[src/rtl/ctl_pkg.sv]
package ctl_pkg;
  localparam int REG_W  = 8;
  localparam int DB_W   = 5;
  localparam int B_G0   = 7;
  localparam int B_G1   = 6;
  localparam int B_BW0  = 5;
  localparam int B_BW1  = 4;
  localparam int B_SHDN = 1;
  localparam int B_GPO  = 0;

  typedef enum logic [1:0] {BW_LOW = 2'd0, BW_MID = 2'd1, BW_HIGH = 2'd2} bw_sel_e;

  function automatic bw_sel_e bw_norm(input logic [1:0] code);
    if (code[1]) return BW_HIGH;
    else if (code[0]) return BW_MID;
    else return BW_LOW;
  endfunction

  function automatic logic [DB_W-1:0] gain_to_db(input logic [1:0] code);
    case (code)
      2'b00:   return DB_W'(0);
      2'b01:   return DB_W'(6);
      2'b10:   return DB_W'(12);
      default: return DB_W'(24);
    endcase
  endfunction
endpackage

[src/rtl/ctl_sync.sv]
module ctl_sync #(
  parameter int WIDTH = 8,
  parameter int STAGES = 2,
  parameter logic [WIDTH-1:0] RST_VAL = '0
) (
  input  logic             clk,
  input  logic             rst,
  input  logic [WIDTH-1:0] d,
  output logic [WIDTH-1:0] q
);
  logic [WIDTH-1:0] chain [STAGES];

  for (genvar i = 0; i < STAGES; i++) begin : g_stage
    if (i == 0) begin : g_first
      always_ff @(posedge clk) begin
        if (rst) chain[i] <= RST_VAL;
        else     chain[i] <= d;
      end
    end else begin : g_next
      always_ff @(posedge clk) begin
        if (rst) chain[i] <= RST_VAL;
        else     chain[i] <= chain[i-1];
      end
    end
  end

  assign q = chain[STAGES-1];
endmodule

[src/rtl/ctl_shifter.sv]
module ctl_shifter #(
  parameter int W = 8
) (
  input  logic         clk,
  input  logic         rst,
  input  logic         serial_en,
  input  logic         cs_n,
  input  logic         sclk,
  input  logic         sdi,
  output logic [W-1:0] sreg_o,
  output logic         sdo_o,
  output logic         commit_o
);
  logic sclk_d, cs_d;
  logic sclk_rise, sclk_fall, cs_rise, active;

  always_ff @(posedge clk) begin
    if (rst) begin
      sclk_d <= 1'b0;
      cs_d   <= 1'b1;
    end else begin
      sclk_d <= sclk;
      cs_d   <= cs_n;
    end
  end

  assign sclk_rise = sclk & ~sclk_d;
  assign sclk_fall = ~sclk & sclk_d;
  assign cs_rise   = cs_n & ~cs_d;
  assign active    = serial_en & ~cs_n;
  assign commit_o  = serial_en & cs_rise;

  always_ff @(posedge clk) begin
    if (rst) begin
      sreg_o <= '0;
      sdo_o  <= 1'b0;
    end else begin
      if (active && sclk_rise) sreg_o <= {sreg_o[W-2:0], sdi};
      if (active && sclk_fall) sdo_o  <= sreg_o[W-1];
    end
  end

  // with chip select high the shift register is frozen
  p_frozen_cs_high_r5: assert property (@(posedge clk) disable iff (rst)
    (cs_n && cs_d) |=> $stable(sreg_o));

  // serial output moves only after a falling serial clock edge
  p_sdo_on_fall_r6: assert property (@(posedge clk) disable iff (rst)
    !(active && sclk_fall) |=> $stable(sdo_o));

  // a shift enters the serial bit at the bottom
  p_shift_lsb_r3: assert property (@(posedge clk) disable iff (rst)
    (active && sclk_rise) |=> (sreg_o[0] == $past(sdi)));
endmodule

[src/rtl/ctl_decode.sv]
module ctl_decode
  import ctl_pkg::*;
#(
  parameter int W = REG_W
) (
  input  logic            clk,
  input  logic            rst,
  input  logic            serial_en,
  input  logic            commit,
  input  logic [W-1:0]    sreg,
  input  logic [1:0]      pin_gain,
  input  logic [1:0]      pin_bw,
  output logic [1:0]      gain_code_o,
  output logic [DB_W-1:0] gain_db_o,
  output logic [1:0]      bw_sel_o,
  output logic            shdn_o,
  output logic            gp_oe_o,
  output logic            gp_out_o
);
  logic [W-1:0] ctl_q;
  logic [1:0]   gain_sel, bw_raw;

  always_ff @(posedge clk) begin
    if (rst)         ctl_q <= '0;
    else if (commit) ctl_q <= sreg;
  end

  always_comb begin
    if (serial_en) begin
      gain_sel = {ctl_q[B_G1], ctl_q[B_G0]};
      bw_raw   = {ctl_q[B_BW1], ctl_q[B_BW0]};
    end else begin
      gain_sel = pin_gain;
      bw_raw   = pin_bw;
    end
  end

  always_ff @(posedge clk) begin
    if (rst) begin
      gain_code_o <= '0;
      gain_db_o   <= '0;
      bw_sel_o    <= BW_LOW;
      shdn_o      <= 1'b0;
      gp_oe_o     <= 1'b1;
      gp_out_o    <= 1'b0;
    end else begin
      gain_code_o <= gain_sel;
      gain_db_o   <= gain_to_db(gain_sel);
      bw_sel_o    <= bw_norm(bw_raw);
      shdn_o      <= serial_en & ctl_q[B_SHDN];
      gp_oe_o     <= serial_en;
      gp_out_o    <= serial_en & ctl_q[B_GPO];
    end
  end

  // the control register changes only on a commit
  p_reg_on_commit_r4: assert property (@(posedge clk) disable iff (rst)
    !commit |=> $stable(ctl_q));

  // the select never takes the unused value 3
  p_bw_legal_r8: assert property (@(posedge clk) disable iff (rst)
    bw_sel_o != 2'b11);

  // gain in dB is one of four legal steps
  p_db_legal_r7: assert property (@(posedge clk) disable iff (rst)
    (gain_db_o == 5'd0) || (gain_db_o == 5'd6) || (gain_db_o == 5'd12) || (gain_db_o == 5'd24));
endmodule

[src/rtl/ctl_front.sv]
module ctl_front
  import ctl_pkg::*;
#(
  parameter int SYNC_STAGES = 2
) (
  input  logic            clk,
  input  logic            rst,
  input  logic            mode_pin_i,
  input  logic            cs_n_i,
  input  logic            sclk_i,
  input  logic            sdi_i,
  input  logic [1:0]      pin_gain_i,
  input  logic [1:0]      pin_bw_i,
  output logic            sdo_o,
  output logic [1:0]      gain_code_o,
  output logic [DB_W-1:0] gain_db_o,
  output logic [1:0]      bw_sel_o,
  output logic            shdn_o,
  output logic            gp_oe_o,
  output logic            gp_out_o
);
  localparam int IN_W = 8;
  localparam logic [IN_W-1:0] IN_RST = 8'b0100_0000;

  logic [IN_W-1:0] raw_in, syn_in;
  logic            mode_s, cs_s, sclk_s, sdi_s, serial_en, commit;
  logic [1:0]      pg_s, pb_s;
  logic [REG_W-1:0] sreg;

  assign raw_in = {mode_pin_i, cs_n_i, sclk_i, sdi_i, pin_gain_i, pin_bw_i};

  ctl_sync #(.WIDTH(IN_W), .STAGES(SYNC_STAGES), .RST_VAL(IN_RST)) u_sync (
    .clk(clk), .rst(rst), .d(raw_in), .q(syn_in));

  assign {mode_s, cs_s, sclk_s, sdi_s, pg_s, pb_s} = syn_in;
  assign serial_en = ~mode_s;

  ctl_shifter #(.W(REG_W)) u_shift (
    .clk(clk), .rst(rst), .serial_en(serial_en), .cs_n(cs_s), .sclk(sclk_s),
    .sdi(sdi_s), .sreg_o(sreg), .sdo_o(sdo_o), .commit_o(commit));

  ctl_decode #(.W(REG_W)) u_dec (
    .clk(clk), .rst(rst), .serial_en(serial_en), .commit(commit), .sreg(sreg),
    .pin_gain(pg_s), .pin_bw(pb_s), .gain_code_o(gain_code_o), .gain_db_o(gain_db_o),
    .bw_sel_o(bw_sel_o), .shdn_o(shdn_o), .gp_oe_o(gp_oe_o), .gp_out_o(gp_out_o));

  // shutdown never asserted while the shared pin is an input
  p_shdn_serial_only_r12: assert property (@(posedge clk) disable iff (rst)
    !gp_oe_o |-> !shdn_o);

  // shared pin value is low whenever its driver is off
  p_gp_quiet_r11: assert property (@(posedge clk) disable iff (rst)
    !gp_oe_o |-> !gp_out_o);
endmodule

[config.mk]
export PLATFORM = sky130hd
export DESIGN_NAME = ctl_front
export DESIGN_NICKNAME = d
export VERILOG_FILES = /design/src/rtl/ctl_pkg.sv /design/src/rtl/ctl_sync.sv /design/src/rtl/ctl_shifter.sv /design/src/rtl/ctl_decode.sv /design/src/rtl/ctl_front.sv
export SDC_FILE = /design/constraint.sdc
export NUM_CORES = 1
export LEC_CHECK = 0
export ABC_AREA = 1
export BUFFER_PORTS_ARGS = -buffer_cell sky130_fd_sc_hd__buf_2
export CAP_MARGIN = 0
export CORE_MARGIN = 2
export CORE_UTILIZATION = 54
export DETAILED_ROUTE_END_ITERATION = 8
export PLACE_DENSITY_LB_ADDON = 0.25
export SYNTH_ARGS = -nofsm -noshare
export SYNTH_HDL_FRONTEND = slang
export SYNTH_HIERARCHICAL = 1
export SYNTH_SLANG_ARGS = --single-unit
[constraint.sdc]
create_clock -name clk -period 1.73 [get_ports clk]
set_clock_uncertainty 0.2 [all_clocks]
set_input_delay 0.346 -clock clk [delete_from_list [all_inputs] [get_ports clk]]
set_output_delay 0.346 -clock clk [all_outputs]
set_load 0.05 [all_outputs]
==> results.json, run 1 <==
{
  "power_frac_clock": 0.291,
  "ys_types": 24,
  "end_kind": "flip-flop",
  "synth_cells": 194,
  "reg2reg_to": "u_dec/gain_db_o[2]$_SDFF_PP0_",
  "grt_max_degree": 18,
  "drc_errors": 0,
  "p_sw_mw": 0.404,
  "crit_path_start_kind": "flip-flop",
  "hold_path_class": "input pin to flip-flop",
  "instances_no_fill": 258,
  "outcome": "completed",
  "core_um2": 2760,
  "reg2reg_slack_ns": 0.22,
  "synth_warnings": 6,
  "portBuffers": 21,
  "syn_nets": 206,
  "syn_area_um2": 1560,
  "internal_power_mw": 1.26,
  "fmax_ghz": 0.661,
  "hpwl_um": 1780,
  "rsz0062_at_grt": "false",
  "ant_nets": 0,
  "rr_worst_depth": 5,
  "setup_viol": 0,
  "p_leak_nw": 0.893,
  "cts_max_level": 2,
  "cp.arrival_ns": 1.61,
  "gp_congestion": 0.777,
  "fp.dieH_um": 57.7,
  "setup.worst_path.class": "flip-flop to flip-flop",
  "first_pass_iters": 4,
  "path_max_fanout": 10,
  "p_comb_frac": 0.088,
  "cts_tree": "built",
  "yosys.area.top_type": "dfxtp_1",
  "diodes": 0,
  "grt_pass1_wl_um": 4000,
  "fin_crit_sh": 0.874,
  "seq_power_share": 0.621,
  "drtIter0Drc": 22,
  "fin_crit_ns": 1.51,
  "drv_cap": 0,
  "hold_end": "u_sync/chain[0][7]$_SDFF_PP0_",
  "via_count": 1165,
  "fp.dieW_um": 57.7,
  "grt_pass1_vias": 985,
  "p_per_area_nw_per_um2": 918,
  "routed_wirelength_um": 2450,
  "tns_ns": 0,
  "switching_share": 0.242,
  "clockBufferDepth": 2,
  "dieArea_um2": 3330,
  "cts_inserted_buffers": 5,
  "ys_seq_area_frac": 0.553,
  "synth_area_leaders": "dfxtp_1 55%, nor2_1 12%, inv_1 8.7%",
  "routed_via_density": 4.52,
  "start_util": 0.565,
  "ys_ff_latch": 43,
  "clkTransAtPathRegs_ns": 0.11,
  "final_cell_mix": "50 x nor2_1, 43 x dfxtp_1, 35 x inv_1",
  "required_ns": 1.82,
  "clock_latency_ns": 0.35,
  "finalPower_mw": 1.66,
  "drive_gt1_frac": 0.207,
  "antenna_found_initial": 0,
  "rows": 19,
  "cts.sinks": 43,
  "wire_per_inst_um": 9.49,
  "finalMaxSlewViolations": 0,
  "overflow": 0,
  "hold-path-cell-count": 2,
  "fin_hold_ws_ns": 0.0690,
  "globalRouteTotalUtil": 0.164,
  "nets": 239,
  "area_delta_synth_final_pct": 16.4,
  "ir_drop_v": 0.000778,
  "synth_top_area_share": 0.553,
  "ios": 23,
  "final_hold_viol_count": 0,
  "timing.rr.start": "u_sync/chain[1][7]$_SDFF_PP0_",
  "cts_root_buf": "clkbuf_4",
  "synth_area_per_cell_um2": 8.03,
  "hold_start": "rst",
  "layout_commonest_cell": "nor2_1",
  "dp.cells": 243
}
==> critical path, stage by stage, from the launching register on <==
cell        delay (ns)
dfxtp_1           0.38
clkinvlp_4        0.22
nand2_1           0.17
nand2_1           0.09
ha_1              0.29
nor2_1            0.10
==> layer usage <==
layer | share of wire | wire [µm] | up-vias | track usage
met5 | 0 | 0 | - | 0
met4 | 0.027 | 65 | 0 | 0.143
met3 | 0.047 | 116 | 6 | 0.0469
met2 | 0.48 | 1180 | 21 | 0.258
met1 | 0.44 | 1080 | 511 | 0.181
li1 | - | - | 627 | -
==> power groups by stage <==
stage	Clock, mW	Combinational (mW)	Sequential [mW]
3_5_place_dp	0	0.133	1.06
2_1_floorplan	0	0.0856	1.08
5_1_grt	0.540	0.163	1.04
3_3_place_gp	0	0.129	1.05
6_report	0.484	0.147	1.03
4_1_cts	0.501	0.147	1.03
==> cell type report <==
class	instances	area, µm²
inverters	41	168
repair buffers	31	200
clock inverters	1	5.00
multi-input cells	105	489
well taps	31	38.8
clock buffers	6	51.3
fillers	241	945
flip-flops and latches	43	861
==> cell usage after synthesis <==
master,count
clkinv_4,1
o21ai_0,2
inv_1,36
nand2_4,1
buf_4,2
o21ai_1,4
o21ai_2,1
nand3_2,1
a21oi_2,2
nand3_1,9
buf_6,3
clkinv_1,1
nor3_1,1
nand2_2,2
nor2_4,1
nor2_1,50
ha_1,2
inv_6,1
conb_1,1
a21oi_1,1
nand2_1,23
dfxtp_1,43
nor2_2,4
inv_2,2
==> kinds of logic after synthesis <==
kind of cell / synth area share
flops: 0.553
fa+ha+maj: 0.0161
buf+inv: 0.137
other cells: 0.00241
compound gates: 0.0394
simple gates: 0.253
==> through the flow <==
stage	instance area (µm²)	utilization	worst slack, ns
6_report	1810	0.657	0.217
2_1_floorplan	1560	-	0.290
3_3_place_gp	1670	0.605	0.221
3_5_place_dp	1670	0.605	0.135
4_1_cts	1800	0.654	0.101
5_1_grt	1810	0.657	0.0434
==> worst max-delay path by stage <==
stage,from,endpoint,slack (ns)
global route,u_sync/chain[1][7]$_SDFF_PP0_,u_dec/ctl_q[7]$_SDFFE_PP0P_,0.04
finish,u_sync/chain[1][7]$_SDFF_PP0_,u_dec/gain_db_o[2]$_SDFF_PP0_,0.22
detailed placement,u_sync/chain[1][7]$_SDFF_PP0_,u_shift/sreg_o[2]$_SDFFE_PP0P_,0.13
global placement,u_sync/chain[1][7]$_SDFF_PP0_,u_dec/ctl_q[7]$_SDFFE_PP0P_,0.22
floorplan,u_dec/gain_code_o[1]$_SDFF_PP0_,gain_db_o[3],0.29
CTS,u_sync/chain[1][7]$_SDFF_PP0_,u_shift/sreg_o[2]$_SDFFE_PP0P_,0.10
==> flip-flops by register name, summed over array words and instances (netlist names), 2 cells and up <==
register / flops
u_sync/chain: 16
u_dec/gain_code_o: 2
u_dec/gain_db_o: 3
u_dec/bw_sel_o: 2
u_dec/ctl_q: 6
u_shift/sreg_o: 8
==> what timing repair did <==
action | in CTS | in global routing
endpoints found under the setup margin | 0 | 3
hold buffers | 8 | 0
resized for setup | 0 | 2
endpoints found under the hold margin | 8 | 0
setup buffers | 0 | 0
Power figures use the tool's default switching activity.
==> run 2: changes to the inputs <==
- ABC_AREA: 1 -> default
==> run 2 against run 1 <==
- die area shrank 5.3%
- first-iteration DRC count is 59% lower
- sequential share of layout area increased by 5.3 points
- non-clock buffer count fell by 6
- critical path depth down 1
- power fell by 10%
- via count fell by 27%
- clock power fell by 14%
- worst setup slack worse by 0.13 ns
- worst hold slack got worse by 0.052 ns
- flip-flop and latch count did not move
- largest cell class unchanged
- largest power group unchanged
- highest routed layer unchanged
==> results.json, run 2 <==
{
  "outcome": "completed",
  "antenna_found_initial": 0,
  "fp.dieH_um": 56.2,
  "switching_share": 0.209,
  "p_sw_mw": 0.313,
  "yosys.cell_count.top_type": "dfxtp_1",
  "cts_inserted_buffers": 5,
  "ios": 23,
  "p_per_area_nw_per_um2": 919,
  "grt_pass1_wl_um": 3200,
  "fmax_ghz": 0.608,
  "async_flop_share": 0,
  "yosys.area.top_type": "dfxtp_1",
  "synth_compound_area_frac": 0.00596,
  "synth_area_per_cell_um2": 11.8,
  "drc_errors": 0,
  "core_um2": 2520,
  "nets": 161,
  "grt_max_degree": 45,
  "grt_pass1_vias": 778,
  "ys_ff_latch": 43,
  "cts.sinks": 43,
  "start_util": 0.582,
  "synth_top_area_share": 0.586,
  "syn_area_um2": 1470,
  "p_leak_nw": 0.721,
  "first_pass_iters": 4,
  "final_cell_mix": "43 x dfxtp_1, 21 x buf_2, 17 x mux2i_1",
  "routed_via_density": 4.76,
  "fp.dieW_um": 56.2,
  "gp_congestion": 0.717,
  "final_hold_viol_count": 0,
  "layout_commonest_cell": "dfxtp_1",
  "globalRouteTotalUtil": 0.133,
  "p_comb_frac": 0.046,
  "seq_power_share": 0.678,
  "cts_root_buf": "clkbuf_4",
  "synth_top_family_by_area": "simple AND/OR/NAND/NOR gates",
  "rows": 18,
  "cts_setup_buffers": 0,
  "pre_cts_ws_ns": 0.102,
  "finalPower_mw": 1.50,
  "synthMuxAreaShare": 0.124,
  "fin_crit_ns": 1.64,
  "required_ns": 1.80,
  "max_slew_margin": 0.582,
  "ir_drop_v": 0.000671,
  "via_count": 847,
  "hpwl_um": 1280,
  "portBuffers": 21,
  "rsz0062_at_grt": "false",
  "ys_seq_area_frac": 0.586,
  "setup_viol": 0,
  "cp.arrival_ns": 1.71,
  "ant_nets": 0,
  "dieArea_um2": 3150,
  "cts_max_level": 2,
  "synth_xor_area_frac": 0,
  "nFillCells": 201,
  "largest_register_ffs": 16,
  "ys_top_cells_by_count": "43 x dfxtp_1, 17 x mux2i_1, 13 x nor2b_1, 10 x nand2b_1, 10 x nor2_1",
  "timing.final.ws_setup_ns": 0.0860,
  "diodes": 0,
  "synth_warnings": 6,
  "finalMaxSlewViolations": 0,
  "synthSimpleGateAreaFrac": 0.218,
  "cts_tree": "built",
  "regMostFlops": "u_sync/chain",
  "worst_pin_slew_ns": 0.628,
  "clockBufferDepth": 2,
  "synthFlopType": "dfxtp_1",
  "area_delta_synth_final_pct": 11.0,
  "largest_registers": "u_sync/chain x16, u_shift/sreg_o x8, u_dec/ctl_q x6",
  "syn_nets": 137,
  "ys_types": 23,
  "synth_cells": 125,
  "tns_ns": 0,
  "routed_wirelength_um": 1860,
  "drtIter0Drc": 9,
  "synth_edf_count": 0,
  "power_frac_clock": 0.276,
  "drive_gt1_frac": 0.230,
  "overflow": 0,
  "synth_area_leaders": "dfxtp_1 59%, mux2i_1 12%, nor2b_1 5.5%",
  "clkTransAtPathRegs_ns": 0.11,
  "path_max_fanout": 12,
  "clock_latency_ns": 0.33,
  "fin_crit_sh": 0.950,
  "synth_fa_ha_area_frac": 0.0170,
  "setup.worst_path.class": "flip-flop to flip-flop",
  "wire_per_inst_um": 10.4,
  "drv_cap": 0,
  "internal_power_mw": 1.19,
  "end_kind": "flip-flop",
  "hold_path_class": "input pin to flip-flop",
  "crit_path_start_kind": "flip-flop"
}
==> run 2: layout make-up <==
| type | instances | area, µm² | area share |
|---|---|---|---|
| Clock inverter | 1 | 7.51 | 0.00460 |
| Inverter | 2 | 7.51 | 0.00460 |
| Timing Repair Buffer | 25 | 140 | 0.0860 |
| Multi-Input combinational cell | 72 | 539 | 0.331 |
| Sequential cell | 43 | 861 | 0.528 |
| Clock buffer | 5 | 37.5 | 0.0230 |
| Tap cell | 30 | 37.5 | 0.0230 |
==> run 2: per-layer routing <==
layer | up-vias | share of wire | GRT usage
li1 | 440 | - | -
met3 | 2 | 0.048 | 0.0488
met5 | - | 0 | 0
met2 | 20 | 0.47 | 0.224
met1 | 385 | 0.48 | 0.145
met4 | 0 | 0.0054 | 0.0714
==> run 2: path summary, 6_finish.rpt <==
check | slack, ns | startpoint | cells after the start | endpoint
setup / recovery | 0.09 | u_sync/chain[1][7]$_SDFF_PP0_ | 4 | u_dec/gain_db_o[2]$_SDFF_PP0_
hold / removal | 0.02 | sdi_i | 2 | u_sync/chain[0][4]$_SDFF_PP0_
setup reg to reg | 0.09 | u_sync/chain[1][7]$_SDFF_PP0_ | 4 | u_dec/gain_db_o[2]$_SDFF_PP0_
hold reg to reg | 0.22 | u_sync/chain[0][6]$_SDFF_PP1_ | 1 | u_sync/chain[1][6]$_SDFF_PP1_
==> run 2: worst max-delay path, cell delays in order, from the launching register on <==
cell and delay (ns):
dfxtp_1 0.31, inv_1 0.27, mux2_2 0.41, ha_1 0.30, nor2_1 0.09
==> run 2: kinds of logic (layout without fill, tap and decap cells) <==
logic type      Yosys count  in the layout
buf+inv                  10             33
simple gates             50             50
compound gates            1              1
fa+ha+maj                 2              2
flops                    43             43
other cells               1              1
mux                      18             18
==> run 2: stage by stage <==
stage	util	hold WS, ns	instances	cell area [µm²]
3_3_place_gp	0.621	0.190	170	1570
6_report	0.646	0.0170	178	1630
3_5_place_dp	0.621	0.196	170	1570
5_1_grt	0.646	0.00994	178	1630
4_1_cts	0.646	0.00285	178	1630
2_1_floorplan	-	0.185	125	1470
==> run 2: repair_timing <==
| action | in CTS | in global routing |
|---|---|---|
| hold buffers | 2 | 0 |
| endpoints found under the hold margin | 2 | 0 |
| gates resized for setup | 0 | 0 |
==> run 2: power groups by stage <==
| stage | Sequential (mW) | Clock, mW | Combinational [mW] |
|---|---|---|---|
| after floorplan | 1.04 | 0 | 0.0474 |
| after global placement | 1.04 | 0 | 0.0648 |
| after detailed placement | 1.04 | 0 | 0.0667 |
| after CTS | 1.02 | 0.433 | 0.0701 |
| after global routing | 1.02 | 0.464 | 0.0761 |
| final | 1.02 | 0.414 | 0.0691 |
